===== src/rtl/tlb_fa.sv =====
module tlb_fa #(
  parameter int VA_W    = 40,
  parameter int PA_W    = 32,
  parameter int OFF_W   = 12,
  parameter int ENTRIES = 32
) (
  input  logic                  clk,
  input  logic                  rst_n,
  input  logic                  req_valid,
  input  logic [VA_W-1:0]       req_vaddr,
  input  logic                  req_write,
  output logic                  resp_hit,
  output logic [PA_W-1:0]       resp_paddr,
  output logic                  resp_miss_exc,
  output logic                  resp_wprot_exc,
  output logic                  resp_dirty,
  input  logic                  fill_valid,
  input  logic [VA_W-OFF_W-1:0] fill_vpn,
  input  logic [PA_W-OFF_W-1:0] fill_ppn,
  input  logic                  fill_writable,
  input  logic                  inval_all
);

  localparam int VPN_W = VA_W - OFF_W;
  localparam int PPN_W = PA_W - OFF_W;
  localparam int IDX_W = (ENTRIES > 1) ? $clog2(ENTRIES) : 1;
  localparam logic [IDX_W-1:0] LAST = IDX_W'(ENTRIES - 1);

  logic [ENTRIES-1:0] vld, wr_ok, dirty;
  logic [VPN_W-1:0]   tag [ENTRIES];
  logic [PPN_W-1:0]   ppn [ENTRIES];
  logic [IDX_W-1:0]   rr_ptr;

  wire [VPN_W-1:0] req_vpn = req_vaddr[VA_W-1:OFF_W];

  logic [ENTRIES-1:0] hit_vec, same_vec;
  for (genvar i = 0; i < ENTRIES; i++) begin : g_cmp
    assign hit_vec[i]  = vld[i] && (tag[i] == req_vpn);
    assign same_vec[i] = vld[i] && (tag[i] == fill_vpn);
  end

  logic [IDX_W-1:0] hit_idx, same_idx, free_idx;
  always_comb begin
    hit_idx  = '0;
    same_idx = '0;
    free_idx = '0;
    for (int i = ENTRIES - 1; i >= 0; i--) begin
      if (hit_vec[i])  hit_idx  = IDX_W'(i);
      if (same_vec[i]) same_idx = IDX_W'(i);
      if (!vld[i])     free_idx = IDX_W'(i);
    end
  end

  wire tag_hit   = |hit_vec;
  wire deny      = req_write && !wr_ok[hit_idx];
  wire fill_same = |same_vec;
  wire any_free  = ~&vld;
  wire do_fill   = fill_valid && !inval_all;
  wire use_rr    = do_fill && !fill_same && !any_free;
  wire mark      = req_valid && tag_hit && req_write && !deny;

  wire [IDX_W-1:0] fill_idx = fill_same ? same_idx : (any_free ? free_idx : rr_ptr);

  assign resp_hit       = req_valid && tag_hit && !deny;
  assign resp_miss_exc  = req_valid && !tag_hit;
  assign resp_wprot_exc = req_valid && tag_hit && deny;
  assign resp_dirty     = req_valid && tag_hit && dirty[hit_idx];
  assign resp_paddr     = resp_hit ? {ppn[hit_idx], req_vaddr[OFF_W-1:0]} : '0;

  always_ff @(posedge clk or negedge rst_n) begin
    if (!rst_n) begin
      vld    <= '0;
      wr_ok  <= '0;
      dirty  <= '0;
      rr_ptr <= '0;
    end else if (inval_all) begin
      vld   <= '0;
      dirty <= '0;
    end else begin
      if (mark) dirty[hit_idx] <= 1'b1;
      if (do_fill) begin
        vld[fill_idx]   <= 1'b1;
        wr_ok[fill_idx] <= fill_writable;
        dirty[fill_idx] <= 1'b0;
      end
      if (use_rr) rr_ptr <= (rr_ptr == LAST) ? '0 : rr_ptr + 1'b1;
    end
  end

  always_ff @(posedge clk) begin
    if (do_fill) begin
      tag[fill_idx] <= fill_vpn;
      ppn[fill_idx] <= fill_ppn;
    end
  end

  a_r8_single_match: assert property (@(posedge clk) disable iff (!rst_n)
    $onehot0(hit_vec));

  a_r2_offset_kept: assert property (@(posedge clk) disable iff (!rst_n)
    resp_hit |-> resp_paddr[OFF_W-1:0] == req_vaddr[OFF_W-1:0]);

  a_r3_miss_exclusive: assert property (@(posedge clk) disable iff (!rst_n)
    resp_miss_exc |-> !resp_hit && !resp_wprot_exc && resp_paddr == '0);

  a_r4_wprot_blocks: assert property (@(posedge clk) disable iff (!rst_n)
    resp_wprot_exc |-> !resp_hit && resp_paddr == '0);

  a_r5_dirty_marked: assert property (@(posedge clk) disable iff (!rst_n)
    (resp_hit && req_write && !fill_valid && !inval_all) |=> dirty[$past(hit_idx)]);

  a_r9_flush_empties: assert property (@(posedge clk) disable iff (!rst_n)
    inval_all |=> !resp_hit && !resp_wprot_exc);

  a_r11_idle_quiet: assert property (@(posedge clk) disable iff (!rst_n)
    !req_valid |-> !resp_hit && !resp_miss_exc && !resp_wprot_exc && !resp_dirty && resp_paddr == '0);

endmodule


===== config.mk =====
export PLATFORM = sky130hd
export DESIGN_NAME = tlb_fa
export DESIGN_NICKNAME = d
export VERILOG_FILES = /design/src/rtl/tlb_fa.sv
export SDC_FILE = /design/constraint.sdc
export NUM_CORES = 2
export LEC_CHECK = 0
export BUFFER_PORTS_ARGS = -buffer_cell sky130_fd_sc_hd__buf_2
export CORE_MARGIN = 10
export CORE_UTILIZATION = 30
export DETAILED_ROUTE_END_ITERATION = 7
export GPL_TIMING_DRIVEN = 1
export PLACE_DENSITY = 0.56
export SYNTH_ARGS = -nofsm -noshare
export SYNTH_HDL_FRONTEND = slang
export SYNTH_SLANG_ARGS = --single-unit

===== constraint.sdc =====
create_clock -name clk -period 13.55 [get_ports clk]
set_clock_uncertainty 0.05 [all_clocks]
set_input_delay 2.0325 -clock clk [delete_from_list [all_inputs] [get_ports clk]]
set_output_delay 2.0325 -clock clk [all_outputs]
set_load 0.01 [all_outputs]

==> qor.txt <==
PostCTS Resize Cnt - 0
cell area after synthesis - 84640 sq um
CTS sink cnt - 1637
via count - 59860
met3 wire length - 33720 microns
Hold/Removal Path Class - reg2reg
# hold bufs at CTS - 0
worst-skew pair later-pin latency - 0.85 ns
Top delay family on crit path - simple AND/OR/NAND/NOR gates
Final nets - 6806
Routed Antenna Nets - 0
Final GP Congestion - 0.9636
Worst Tran Pin Value - 1.311 ns
Crit-path slowest cell - nor4_1
DRT Wirelength - 330300 microns
Initial Util - 0.3022
Yosys warnings - 0
root buffer selected by CTS - clkbuf_16
Syn Area/Cell - 12.80 sq um
DR vias/cell - 5.660
Max Fclk - 89.05 MHz
ys async rst share - 0.06170
relative slew slack - 0.1261
violated checks - DRC
first-pass GRT wire length - 455400 microns
WS Path Type - in2out
drt initial violations - 8167
max_cap viols - 0
Power Density - 120.2 nW/um^2
CTS HTree Levels - 4
post-DP HPWL - 205700 microns
TritonCTS buffer count - 182
Core Area - 280100 sq um
metal2 WL - 141200 microns
Clock transition at path regs - 0.06 ns
crit end category - output pin
DR top layer - met5
die outline width - 551.2 microns
Ports - 131
Yosys cell types - 86
die height - 551.2 microns
CP required - 11.47 ns
Pins Over Slew Limit - 0
Final Hold Viols - 0
Synth Register Bits - 1637
Post-synth EDFFs - 1536
CP Launch Type - input port
Post-CTS Setup Inserts - 0
Site Rows - 194
worst stage delay on the critical path - 1.19 ns
sequential share of the synthesized area - 0.5748
# DRC - 2
drt first pass iters - 8
Routed wire per std cell - 31.23 microns
commonest non-fill, non-tap cell in the layout - edfxtp_1
Tmin final - 11.23 ns
Port Buffers - 130
fin crit share - 0.8287
leading cell types in the layout, fill and taps excluded - edfxtp_1 (1536), xnor2_1 (1262), nand4_1 (570)
CTS tree - built
ys flop type - edfxtp_1
M1 WL - 139500 microns
Arr. time, crit path - 9.15 ns
number of setup violations in the final report - 0
Max VDD drop - 111.9 uV
CP Max Fanout - 49
vias in the first global route - 58100
layout cells sized above 1 - 0.1258
Max Root-Sink Buffers - 4
leakage - 29.26 nW
Synthesized Nets - 6708
RSZ-0062 raised after global routing - false
global route total overflow - 0
run status - complete, but fails checks
gr usage total - 0.2080
Pwr Total - 11.41 mW
Cell Chain, Critical Path - buf_4 -> buf_4 -> xnor2_1 -> nand4_1 -> nor4_1 -> nand4_1 -> nand4b_1 -> a311oi_1 -> o2111ai_1 -> nand3_4 -> mux2i_1 -> nor2_1 -> o21ai_0 -> nand4_4 -> nor4_1 -> buf_2
Buffers & Inverters on Critical Path - 3
DIE AREA - 303800 sq um
pin count of the biggest net entering global routing - 169
post-synthesis cell count - 6611
Area Overhead vs Synth - 12.20%
setup TNS - 0 ns
initial antenna violation count - 28
## layout make-up
| type | count | area [sq um] |
|---|---|---|
| inverter | 56 | 210.2 |
| clock inverter | 94 | 968.4 |
| timing repair buffer | 277 | 1963 |
| clock buffer | 227 | 4795 |
| antenna | 6 | 15.01 |
| fill | 27520 | 185100 |
| sequential | 1637 | 48650 |
| tap | 3724 | 4659 |
| multi-input combinational | 4555 | 33710 |
## per-layer routing
layer,global-route usage,vias up
li1,-,24780
met3,0.04235,883
met2,0.3133,3751
met4,0.08414,20
met5,0,-
met1,0.2917,30420
## sequential cells by signal, indices dropped and copies added (netlist names)
signal	cells
vld	32
ppn	640
tag	896
dirty	32
rr_ptr	5
wr_ok	32
## report_power, final
| part | switching, mW | internal, mW |
|---|---|---|
| registers | 0.0141 | 5.55 |
| logic | 0.634 | 0.236 |
| clock network | 2.12 | 2.86 |
## worst reg2reg max path, cell delays in order (launching register included)
cell and delay, ns:
edfxtp_1 0.50, xor2_1 0.34, or3b_2 0.18, nor4_1 0.05, nand4_1 0.34, nand2_1 0.10, or4_1 0.61, nor4_1 0.58
nand3_1 0.24, nand2_1 0.13, nand3_1 0.83, nor2_4 1.34, buf_4 0.70, mux2_2 0.41
## through the flow
step             util  std cells  hold WS [ns]  setup slack (ns)  cell area [sq um]
6_report       0.3391      10580        0.4601             2.321              94970
5_1_grt        0.3390      10570        0.4680             2.181              94960
4_1_cts        0.3390      10570        0.4587             2.523              94960
3_5_place_dp   0.3184      10250        0.4447             2.552              89200
3_3_place_gp   0.3184      10250        0.4387             2.631              89200
2_1_floorplan       -       6611        0.4250             6.001              84640
## logic make-up after synthesis
kind of cell,share of synthesized area
flip-flops,0.5748
buffers and inverters,0.03001
XOR/XNOR,0.1837
AO/OA/AOI/OAI,0.03794
AND/OR/NAND/NOR,0.1250
adder cells (fa/ha/maj),0.0002956
multiplexers,0.04829
## synth_stat cells, drive strengths merged (11+ instances only)
library cell  number  area (sq um)
edfxtp          1536         46120
xnor2           1265         11100
nand4            571          3587
xor2             508          4449
nor4             320          2115
buf              312          2113
nand2            311          1167
nor2             296          1161
a21oi            221          1121
mux2             195          2196
mux2i            189          1892
dfrtp            101          2527
nand3             91         455.4
nor3              60         300.3
inv               56         210.2
o21ai             49         256.5
clkbuf            46         172.7
nand2b            45         281.5
o22ai             40         250.2
or2               34         212.7
or3b              31         271.5
a21o              27         202.7
o2111ai           26         227.7
nor3b             23         172.7
and3              19         118.9
o221ai            19         166.4
o22a              19         166.4
o31ai             18         148.9
nor4b             17         148.9
or4               17         127.6
a31oi             14         93.84
or3               13         81.33
nor2b             11         68.82
## worst paths after layout
check	start	to	slack (ns)	cells after the start
max in group asynchronous	rst_n	dirty[27]	11.03	2
setup reg to reg	tag[2][8]	wr_ok[2]	7.05	13
hold / removal	wr_ok[13]	wr_ok[13]	0.46	1
min in group asynchronous	rst_n	vld[11]	1.05	1
hold reg to reg	wr_ok[13]	wr_ok[13]	0.46	1
setup / recovery	req_vaddr[16]	resp_wprot_exc	2.32	16
(Power assumes the default switching activity.)
